<file path="src/rtl/vbs_sad_pkg.sv">
package vbs_sad_pkg;
  // slots of the folded-total vector
  localparam int PK_WHOLE = 0;
  localparam int PK_HPAIR = 1;
  localparam int PK_VPAIR = 2;
  localparam int PK_QUAD  = 3;
  localparam int PK_COUNT = 4;
endpackage

</file>
<file path="src/rtl/vbs_row_absdiff.sv">
module vbs_row_absdiff #(
  parameter int PIX_W = 8,
  parameter int BLK   = 16,
  localparam int HALF = BLK / 2,
  localparam int HS_W = PIX_W + $clog2(HALF)
) (
  input  logic [BLK*PIX_W-1:0] cur_row,
  input  logic [BLK*PIX_W-1:0] ref_row,
  output logic [HS_W-1:0]      left_sum,
  output logic [HS_W-1:0]      right_sum
);
  logic [PIX_W-1:0] diff [BLK];

  for (genvar c = 0; c < BLK; c++) begin : g_pix
    logic [PIX_W-1:0] pa, pb;
    assign pa = cur_row[c*PIX_W +: PIX_W];
    assign pb = ref_row[c*PIX_W +: PIX_W];
    assign diff[c] = (pa >= pb) ? (pa - pb) : (pb - pa);
  end

  always_comb begin
    left_sum  = '0;
    right_sum = '0;
    for (int c = 0; c < HALF; c++) begin
      left_sum  = left_sum  + HS_W'(diff[c]);
      right_sum = right_sum + HS_W'(diff[c+HALF]);
    end
  end
endmodule

</file>
<file path="src/rtl/vbs_part_accum.sv">
module vbs_part_accum #(
  parameter int PIX_W = 8,
  parameter int BLK   = 16,
  localparam int HS_W  = PIX_W + $clog2(BLK / 2),
  localparam int SAD_W = PIX_W + 2 * $clog2(BLK),
  localparam int HP_W  = SAD_W - 1,
  localparam int Q_W   = SAD_W - 2
) (
  input  logic                  clk,
  input  logic                  rst_n,
  input  logic                  flush,
  input  logic                  add_en,
  input  logic                  row_hi,
  input  logic [HS_W-1:0]       left_sum,
  input  logic [HS_W-1:0]       right_sum,
  output logic [SAD_W-1:0]      sad_whole,
  output logic [1:0][HP_W-1:0]  sad_horiz,
  output logic [1:0][HP_W-1:0]  sad_vert,
  output logic [3:0][Q_W-1:0]   sad_quad
);
  logic [HS_W:0] row_sum;
  assign row_sum = {1'b0, left_sum} + {1'b0, right_sum};

  always_ff @(posedge clk or negedge rst_n) begin
    if (!rst_n)      sad_whole <= '0;
    else if (flush)  sad_whole <= '0;
    else if (add_en) sad_whole <= sad_whole + SAD_W'(row_sum);
  end

  // 16x8 halves: selected by row half
  for (genvar h = 0; h < 2; h++) begin : g_horiz
    always_ff @(posedge clk or negedge rst_n) begin
      if (!rst_n)                         sad_horiz[h] <= '0;
      else if (flush)                     sad_horiz[h] <= '0;
      else if (add_en && row_hi == 1'(h)) sad_horiz[h] <= sad_horiz[h] + HP_W'(row_sum);
    end
  end

  // 8x16 halves: selected by column half, every row
  for (genvar v = 0; v < 2; v++) begin : g_vert
    always_ff @(posedge clk or negedge rst_n) begin
      if (!rst_n)      sad_vert[v] <= '0;
      else if (flush)  sad_vert[v] <= '0;
      else if (add_en) sad_vert[v] <= sad_vert[v] + HP_W'((v == 0) ? left_sum : right_sum);
    end
  end

  // 8x8 quadrants: index = 2*row_half + column_half
  for (genvar q = 0; q < 4; q++) begin : g_quad
    always_ff @(posedge clk or negedge rst_n) begin
      if (!rst_n)                              sad_quad[q] <= '0;
      else if (flush)                          sad_quad[q] <= '0;
      else if (add_en && row_hi == 1'(q / 2))  sad_quad[q] <= sad_quad[q] + Q_W'(((q % 2) == 0) ? left_sum : right_sum);
    end
  end

  assert_no_overflow_R3: assert property (@(posedge clk) disable iff (!rst_n)
    add_en && !flush |=> sad_whole >= $past(sad_whole));
endmodule

</file>
<file path="src/rtl/vbs_fold_cmp.sv">
module vbs_fold_cmp
  import vbs_sad_pkg::*;
#(
  parameter int SAD_W = 16,
  parameter int TAG_W = 12,
  localparam int HP_W = SAD_W - 1,
  localparam int Q_W  = SAD_W - 2
) (
  input  logic                 clk,
  input  logic                 rst_n,
  input  logic                 start,
  input  logic                 clear,
  input  logic                 fold_go,
  input  logic [TAG_W-1:0]     cand_tag,
  input  logic [SAD_W-1:0]     sad_whole,
  input  logic [1:0][HP_W-1:0] sad_horiz,
  input  logic [1:0][HP_W-1:0] sad_vert,
  input  logic [3:0][Q_W-1:0]  sad_quad,
  output logic                 done,
  output logic [SAD_W-1:0]     best_sad,
  output logic [TAG_W-1:0]     best_pos
);
  logic [PK_COUNT-1:0][SAD_W-1:0] fold_c, fold_q;
  logic [SAD_W-1:0] min_c, min_q, incumbent;
  logic [TAG_W-1:0] tag_q2, tag_q3;
  logic             v2, v3;

  always_comb begin
    fold_c[PK_WHOLE] = sad_whole;
    fold_c[PK_HPAIR] = SAD_W'(sad_horiz[0]) + SAD_W'(sad_horiz[1]);
    fold_c[PK_VPAIR] = SAD_W'(sad_vert[0])  + SAD_W'(sad_vert[1]);
    fold_c[PK_QUAD]  = SAD_W'(sad_quad[0]) + SAD_W'(sad_quad[1])
                     + SAD_W'(sad_quad[2]) + SAD_W'(sad_quad[3]);
  end

  always_comb begin
    min_c = fold_q[0];
    for (int k = 1; k < PK_COUNT; k++)
      if (fold_q[k] < min_c) min_c = fold_q[k];
  end

  assign incumbent = clear ? '1 : best_sad;

  always_ff @(posedge clk or negedge rst_n) begin
    if (!rst_n) begin
      fold_q <= '0; min_q <= '0; tag_q2 <= '0; tag_q3 <= '0;
      v2 <= 1'b0; v3 <= 1'b0; done <= 1'b0;
      best_sad <= '1; best_pos <= '0;
    end else if (start) begin
      v2 <= 1'b0; v3 <= 1'b0; done <= 1'b0;
      best_sad <= '1; best_pos <= '0;
    end else begin
      v2 <= fold_go;
      v3 <= v2;
      done <= v3;
      if (fold_go) begin
        fold_q <= fold_c;
        tag_q2 <= cand_tag;
      end
      if (v2) begin
        min_q  <= min_c;
        tag_q3 <= tag_q2;
      end
      if (v3 && min_q < incumbent) begin
        best_sad <= min_q;
        best_pos <= tag_q3;
      end else if (clear) begin
        best_sad <= '1;
      end
    end
  end

  assert_fold_agree_R3: assert property (@(posedge clk) disable iff (!rst_n)
    v2 |-> (fold_q[PK_HPAIR] == fold_q[PK_WHOLE]) && (fold_q[PK_VPAIR] == fold_q[PK_WHOLE])
           && (fold_q[PK_QUAD] == fold_q[PK_WHOLE]));
  assert_done_pulse_R4: assert property (@(posedge clk) disable iff (!rst_n)
    done |=> !done);
  assert_best_nonincr_R5: assert property (@(posedge clk) disable iff (!rst_n)
    (!start && !clear) |=> best_sad <= $past(best_sad));
  assert_clear_max_R7: assert property (@(posedge clk) disable iff (!rst_n)
    (clear && !start && !v3) |=> best_sad == '1);
  assert_start_reset_R8: assert property (@(posedge clk) disable iff (!rst_n)
    start |=> (best_sad == '1) && (best_pos == '0) && !done);
endmodule

</file>
<file path="src/rtl/vbs_sad_engine.sv">
module vbs_sad_engine #(
  parameter int PIX_W = 8,
  parameter int BLK   = 16,
  parameter int TAG_W = 12,
  localparam int HS_W  = PIX_W + $clog2(BLK / 2),
  localparam int SAD_W = PIX_W + 2 * $clog2(BLK),
  localparam int RC_W  = $clog2(BLK)
) (
  input  logic                 clk,
  input  logic                 rst_n,
  input  logic                 search_start,
  input  logic                 best_clear,
  input  logic                 row_valid,
  output logic                 row_ready,
  input  logic [BLK*PIX_W-1:0] cur_row,
  input  logic [BLK*PIX_W-1:0] ref_row,
  input  logic [TAG_W-1:0]     pos_tag,
  output logic                 done,
  output logic [SAD_W-1:0]     best_sad,
  output logic [TAG_W-1:0]     best_pos
);
  logic [RC_W-1:0]  row_cnt;
  logic             fold_pend;
  logic [TAG_W-1:0] cand_tag;
  logic             take, last_row;
  logic [HS_W-1:0]  left_sum, right_sum;
  logic [SAD_W-1:0]          sad_whole;
  logic [1:0][SAD_W-2:0]     sad_horiz, sad_vert;
  logic [3:0][SAD_W-3:0]     sad_quad;

  assign row_ready = !fold_pend && !search_start;
  assign take      = row_valid && row_ready;
  assign last_row  = (row_cnt == RC_W'(BLK - 1));

  always_ff @(posedge clk or negedge rst_n) begin
    if (!rst_n) begin
      row_cnt <= '0; fold_pend <= 1'b0; cand_tag <= '0;
    end else if (search_start) begin
      row_cnt <= '0; fold_pend <= 1'b0;
    end else begin
      fold_pend <= take && last_row;
      if (take) begin
        row_cnt <= last_row ? '0 : row_cnt + 1'b1;
        if (row_cnt == '0) cand_tag <= pos_tag;
      end
    end
  end

  vbs_row_absdiff #(.PIX_W(PIX_W), .BLK(BLK)) u_absdiff (
    .cur_row(cur_row), .ref_row(ref_row),
    .left_sum(left_sum), .right_sum(right_sum));

  vbs_part_accum #(.PIX_W(PIX_W), .BLK(BLK)) u_accum (
    .clk(clk), .rst_n(rst_n),
    .flush(search_start || fold_pend), .add_en(take),
    .row_hi(row_cnt[RC_W-1]),
    .left_sum(left_sum), .right_sum(right_sum),
    .sad_whole(sad_whole), .sad_horiz(sad_horiz),
    .sad_vert(sad_vert), .sad_quad(sad_quad));

  vbs_fold_cmp #(.SAD_W(SAD_W), .TAG_W(TAG_W)) u_cmp (
    .clk(clk), .rst_n(rst_n),
    .start(search_start), .clear(best_clear),
    .fold_go(fold_pend), .cand_tag(cand_tag),
    .sad_whole(sad_whole), .sad_horiz(sad_horiz),
    .sad_vert(sad_vert), .sad_quad(sad_quad),
    .done(done), .best_sad(best_sad), .best_pos(best_pos));

  assert_ready_gap_R2: assert property (@(posedge clk) disable iff (!rst_n)
    (take && last_row && !search_start) |=> !row_ready);
  assert_ready_back_R2: assert property (@(posedge clk) disable iff (!rst_n)
    (fold_pend && !search_start) |=> row_ready || search_start);
endmodule

</file>
<file path="config.mk">
export PLATFORM = sky130hd
export DESIGN_NAME = vbs_sad_engine
export DESIGN_NICKNAME = d
export VERILOG_FILES = /design/src/rtl/vbs_sad_pkg.sv /design/src/rtl/vbs_row_absdiff.sv /design/src/rtl/vbs_part_accum.sv /design/src/rtl/vbs_fold_cmp.sv /design/src/rtl/vbs_sad_engine.sv
export SDC_FILE = /design/constraint.sdc
export NUM_CORES = 2
export LEC_CHECK = 0
export ABC_AREA = 1
export BUFFER_PORTS_ARGS = -buffer_cell sky130_fd_sc_hd__buf_2
export CORE_ASPECT_RATIO = 1.1
export CORE_UTILIZATION = 50
export DETAILED_ROUTE_END_ITERATION = 7
export PLACE_DENSITY = 0.69
export SLEW_MARGIN = 20
export SYNTH_ARGS = -nofsm -noshare
export SYNTH_HDL_FRONTEND = slang
export SYNTH_SLANG_ARGS = --single-unit
</file>
<file path="constraint.sdc">
create_clock -name clk -period 6.45 [get_ports clk]
set_input_delay 0.9675 -clock clk [delete_from_list [all_inputs] [get_ports clk]]
set_output_delay 0.9675 -clock clk [all_outputs]
set_load 0.03 [all_outputs]
</file>
# Word-level counts from Yosys, hierarchy flattened
# Index checks and enable logic that the tools add are counted.
# op_classes
n_addsub,62
magnitude_cmp,20
eq_ne,1
mux,49
n_bitwise,2
reduce_logical,18
# op_table
operator,n
subtractor 8 bit,32
adder 11 x 8 -> 11 bit,12
>= comparator 8 bit,16
two-way mux 16 bit,8
two-way mux 8 bit,16
two-way mux 15 bit,8
two-way mux 14 bit,8
< comparator 16 bit,4
adder 14 x 11 -> 14 bit,4
adder 15 x 15 -> 16 bit,2
adder 16 x 14 -> 16 bit,2
adder 15 x 11 -> 15 bit,2
adder 15 x 12 -> 15 bit,2
two-way mux 12 bit,2
adder 8 x 8 -> 9 bit,2
adder 16 x 12 -> 16 bit,1
adder 14 x 14 -> 15 bit,1
adder 11 x 11 -> 12 bit,1
two-way mux 4 bit,3
nonzero test 2 bit,5
logical AND 1 bit,6
"adder 4 x 1 -> 4 bit, second input constant",1
"equality test 4 bit, second input constant",1
logical NOT 4 bit,1
6 further kinds,12
# word_totals
regBits,284
out_inout_bits,30
wordCells,176

# Logic depth before layout (Yosys ltp)
# depth
word_depth,13
ltp_mapped,61
mapped_depth_nobuf,60

# Hierarchy
# From an unflattened synthesis, not the netlist that was laid out.
# unflattened
hier_cells,5614
hier_area_um2,37626.1
# modules_own_cells
module,n_inst,cells_each,area_per_inst_um2,seq_area_each_um2
vbs_row_absdiff,1,2708,16265.6,0.0
vbs_part_accum,1,1726,11509.8,3303.2
vbs_fold_cmp,1,1084,9027.4,3398.3
vbs_sad_engine,1,96,823.3,425.4

# Least setup slack after synthesis
# No wires, ideal clock.
# synth_timing
kind,input to register
startpoint,in cur_row[8]
endpoint,reg u_accum.sad_horiz[14] in the netlist's numbering
setup_ns,0.077
arrival_ns,9.008
t_required_ns,6.373
path_slack_ns,-2.636
cell_stages,56
n_path_buf,1
path_cell_list,inv_1 ha_1 inv_1 fa_1 nand3_1 nand2_1 a31oi_1 nor2_1 nor2_1 nor2_1 o21ai_0 nand2_1 clkbuf_1 o21ai_0 xnor2_1 inv_1 ha_1 a21oi_1 (+20 left out) inv_1 ha_1 inv_1 nor3_1 nor2_1 nor2_1 o21ai_0 nand2_1 nand2_1 inv_1 o21ai_0 nand2_1 nand2_1 nor2_1 inv_1 nor2_1 o21ai_0 a21oi_1
# synth_between
elab_chain_cells,13
word_cells_on_any_way,15
# synth_rtl
element,line,text
from (decl),vbs_sad_engine.sv:15,"input logic [BLK*PIX_W-1:0] cur_row,"
subtractor 8 bit or >= comparator 8 bit (tied branches),vbs_row_absdiff.sv:18,assign diff[c] = (pa >= pb) ? (pa - pb) : (pb - pa);
two-way mux 8 bit (*),vbs_row_absdiff.sv:18,
adder 8 x 8 -> 9 bit (*),vbs_row_absdiff.sv:25,left_sum = left_sum + HS_W'(diff[c]);
adder 11 x 8 -> 11 bit (*) (6 in series),vbs_row_absdiff.sv:25,
adder 11 x 11 -> 12 bit (*),vbs_part_accum.sv:22,"assign row_sum = {1'b0, left_sum} + {1'b0, right_sum};"
adder 15 x 12 -> 15 bit (*),vbs_part_accum.sv:35,else if (add_en && row_hi == 1'(h)) sad_horiz[h] <= sad_horiz[h] + HP_W'(row_sum);
two-way mux 15 bit (*),vbs_part_accum.sv:35,
two-way mux 15 bit (*),vbs_part_accum.sv:34,else if (flush) sad_horiz[h] <= '0;
"to (signal, indexed assignment)",vbs_part_accum.sv:35,
to (decl),vbs_part_accum.sv:17,"output logic [1:0][HP_W-1:0] sad_horiz,"
# Mark *: on every way between the ends. The rest lies on a longest branch, timed or not. The select of a mux whose other input is x is not followed.
# A chain may end at the register's enable or synchronous reset.

# Final worst setup path
# Same ends and word-level chain as after synthesis.

==> results <==
- Once the floorplan was initialized, standard cells occupied 50.9% of the core.
- The number of warnings issued by yosys is 0.
- By count the netlist is led by sky130_fd_sc_hd__inv_1, sky130_fd_sc_hd__nand2_1, sky130_fd_sc_hd__ha_1.
- In this run the critical register-to-register path is captured at u_cmp.min_q[8]$_DFFE_PN0P_.
- From bottom edge to top edge, the die measures 267 um.
- The area growth from synthesis to layout is 41.1%.
- The detailed router placed 32300 vias in this run.
- CTS built an H-tree with a depth of 1.
- The kind of cell adding the most delay to the critical path is adder cells.
- The post-synthesis cell type count is 49.
- Summing all non-filler instances in the final layout gives an area of 45100 um^2.
- The post-synthesis instance area is 31900 um^2.
- The worst hold margin is 0.340 ns.
- The later-pin clock latency in the skew report is 0.59 ns.
- Of the post-synthesis cell area, the dominant cell type holds 21.0%.
- The worst register-to-register path has a setup slack of 0.52 ns.
- The global-route wire length before repair is 150000 um.
- After clock tree synthesis, the clock-pin slew on the worst setup and hold paths is 0.08 ns.
- Setup repair after global routing could not meet its margin everywhere.
- Max-cap violations in this run came to 0.
- Summed over all layers, the global routing overflow is 0.
- The final layout contains 6193 nets.
- Entering global routing, the biggest net connects 150 pins.
- TritonCTS created 29 clock buffers.
- In the final routed layout, each cell accounts on average for 16.3 um.
- For the worst setup path, the data required time is 6.96 ns.
- Yosys attributes the largest share of cell area to sky130_fd_sc_hd__dfrtp_1, sky130_fd_sc_hd__ha_1, sky130_fd_sc_hd__inv_1.
- The kind of critical path is in2reg.
- The die outline area is 64900 um^2.
- STA classifies the critical path startpoint as a primary input.
- The worst register-to-register path begins at u_cmp.fold_q[13]$_DFFE_PN0P_.
- The count of pins over their slew limit was 0.
- The worst-margin pin slew is 1.05 ns.
- Setup slack on the critical path of the routed design comes to -2.72 ns.
- No sink is reached through more buffers than the 3 on the longest clock path.
- Of the synthesized area, sequential elements account for 22.3%.
- The checks that failed: setup timing.
- The type of element capturing the critical path is a register.
- The number of buffers and inverters on the critical path is 14.
- The final layout contains routed wiring with a total length of 99500 um.
- Setup total negative slack on the finished layout was measured at -156.13 ns.
- The worst slew margin relative to its limit is 29.9%.
- The number of placed I/O pins is 303.
- The floorplan step set the die width to 243 um.
- The initial antenna violation count is 5.
- The floorplan has 96 rows.
- The detailed router finished its first iteration with 2016 violations.
- Of all nets on the critical path, the largest fanout is 7.
- On the critical path, the stage with the largest delay is an instance of sky130_fd_sc_hd__fa_2.
- For this run, the top clock speed supported by timing is 0.109 GHz.
- Of the available clock period, the critical path in the final layout requires 142%.
- For this run, the detailed router's first-pass iteration total came to 8.
- The cell at the root of the clock tree is sky130_fd_sc_hd__clkbuf_16.
- The HPWL after detailed placement is 70100 um.
- The routability-driven placement congestion ratio is 0.916.
- The worst-case reg-to-reg path depth is 26.
- The number of sinks driven by the clock tree is 284.
- In the synthesized netlist the async set-or-reset flop fraction comes to 100%.
- The layout cell share with drive strength beyond 1 is 33.7%.
- The top flip-flop cell by instance count after synthesis is sky130_fd_sc_hd__dfrtp_1.
- On the worst path, the slowest cell contributes a delay of 0.64 ns.
- The synthesized design spends more area on one cell type than any other, namely sky130_fd_sc_hd__dfrtp_1.
- The clock tree from TritonCTS is built.
- Synthesis produced a netlist whose cell count is 4226.
- The flow ran to the end, but the final reports show violations.
- The path category of the worst min-delay check is in2async.
- The final-report setup violation count is 112.
- The most instantiated library cell after synthesis is sky130_fd_sc_hd__inv_1.
- The worst endpoint data arrival time is 9.68 ns.
- After synthesis the netlist holds a flip-flop and latch count of 284.
- The DRC violation count after routing is 0.
- The final setup skew is 0.0205 ns.
- Across every metal layer, demand over resource in global routing totals 27.9%.
- Counting flops with a built-in enable in the synthesized netlist gives 0.
- The total cell area at the placement stage is 40200 um^2.
- The via count of the first global-routing pass is 31200.
- The mean area per synthesized cell is 7.56 um^2.
- During placement, the flow inserted port buffers numbering 302.
- The number of nets still failing antenna checks after routing is 0.
- The number of nets produced by synthesis is 5157.
- The final core utilization is 71.8%.
- The mean number of vias per cell is 5.27.
- The total area inside the core boundary comes to 62800 um^2.
- The number of endpoints with negative hold slack in the final report is 0.
- The final critical-path required period is 9.17 ns.
[registers in the layout, indices dropped and copies added (netlist names), 16 cells and up]
name               flops
u_cmp.fold_q          64
u_accum.sad_quad      56
u_accum.sad_horiz     30
u_accum.sad_vert      30
u_accum.sad_whole     16
u_cmp.best_sad        16
u_cmp.min_q           16
[worst max path at each step]
stage,start,to,cells after the start
after floorplan,cur_row[8],u_accum.sad_horiz[14]$_DFFE_PN0P_,56
after global placement,cur_row[8],u_accum.sad_horiz[14]$_DFFE_PN0P_,57
after detailed placement,cur_row[8],u_accum.sad_whole[14]$_DFFE_PN0P_,55
after CTS,cur_row[8],u_accum.sad_horiz[14]$_DFFE_PN0P_,58
after global routing,cur_row[8],u_accum.sad_horiz[12]$_DFFE_PN0P_,55
final,cur_row[8],u_accum.sad_horiz[14]$_DFFE_PN0P_,54
[layout make-up]
| cell class | count | area [um^2] |
|---|---|---|
| multi-input cells | 2981 | 24700 |
| fillers | 4658 | 17700 |
| repair buffers | 1086 | 7810 |
| flip-flops and latches | 284 | 7130 |
| inverters | 880 | 3370 |
| well taps | 833 | 1040 |
| clock buffers | 41 | 831 |
| clock inverters | 11 | 189 |
| diodes | 4 | 10.0 |
[per-stage QoR]
| step | setup slack (ns) | instances |
|---|---|---|
| after global routing | -3.01 | 6119 |
| after global placement | -2.84 | 5943 |
| after detailed placement | -3.07 | 5943 |
| after floorplan | -2.18 | 4226 |
| after CTS | -2.17 | 6098 |
| final | -2.72 | 6120 |
[logic make-up (layout without fill, tap and decap cells)]
family,count (synthesis),after routing,share of synthesized area (%)
xor gates and xnor gates,192,192,5.26
other,0,4,0
buffers and inverters,961,2018,11.3
and+or+nand+nor,1240,1240,15.6
AOI/OAI and AO/OA,859,859,15.5
adders and majority gates,658,658,29.0
muxes,32,32,1.01
DFF,284,284,22.3
[cell usage in the layout, fill, tap and decap left out, types with 14 or more instances in the layout]
| master | instances |
|---|---|
| sky130_fd_sc_hd__mux2i_1 | 28 |
| sky130_fd_sc_hd__o21ai_0 | 214 |
| sky130_fd_sc_hd__nor2_2 | 69 |
| sky130_fd_sc_hd__inv_4 | 20 |
| sky130_fd_sc_hd__a21oi_2 | 57 |
| sky130_fd_sc_hd__fa_1 | 130 |
| sky130_fd_sc_hd__dfstp_2 | 16 |
| sky130_fd_sc_hd__o22ai_1 | 23 |
| sky130_fd_sc_hd__ha_1 | 423 |
| sky130_fd_sc_hd__nor2_1 | 214 |
| sky130_fd_sc_hd__buf_2 | 293 |
| sky130_fd_sc_hd__nand2_2 | 56 |
| sky130_fd_sc_hd__clkbuf_16 | 29 |
| sky130_fd_sc_hd__buf_4 | 700 |
| sky130_fd_sc_hd__buf_6 | 85 |
| sky130_fd_sc_hd__a221oi_1 | 18 |
| sky130_fd_sc_hd__xor2_1 | 97 |
| sky130_fd_sc_hd__inv_2 | 98 |
| sky130_fd_sc_hd__o21ai_2 | 36 |
| sky130_fd_sc_hd__xnor2_1 | 63 |
| sky130_fd_sc_hd__a211oi_1 | 19 |
| sky130_fd_sc_hd__o21ai_1 | 46 |
| sky130_fd_sc_hd__nand2_1 | 638 |
| sky130_fd_sc_hd__a21o_1 | 15 |
| sky130_fd_sc_hd__nor2_4 | 31 |
| sky130_fd_sc_hd__ha_4 | 95 |
| sky130_fd_sc_hd__a21oi_1 | 249 |
| sky130_fd_sc_hd__dfrtp_1 | 268 |
| sky130_fd_sc_hd__inv_1 | 759 |
| sky130_fd_sc_hd__o21bai_1 | 29 |
| sky130_fd_sc_hd__nand3_1 | 166 |
| sky130_fd_sc_hd__xor2_2 | 14 |
| sky130_fd_sc_hd__a21oi_4 | 24 |
[per-layer routing]
metal | routed length [um] | vias to the layer above | global-route usage (%)
met3 | 5250 | 351 | 2.68
met2 | 49500 | 1086 | 51.1
met4 | 4850 | 4 | 9.52
met1 | 39900 | 15100 | 34.1
met5 | 22 | - | 0
li1 | - | 15700 | -
[timing repair]
action	CTS	global route
hold buffers	0	0
pin swaps	227	259
endpoints found under the setup margin	112	113
gates resized for setup	331	374
setup buffers	123	83
Power is not shown: default switching activity piles up to over one toggle a cycle in this logic, so the estimate is an artifact.
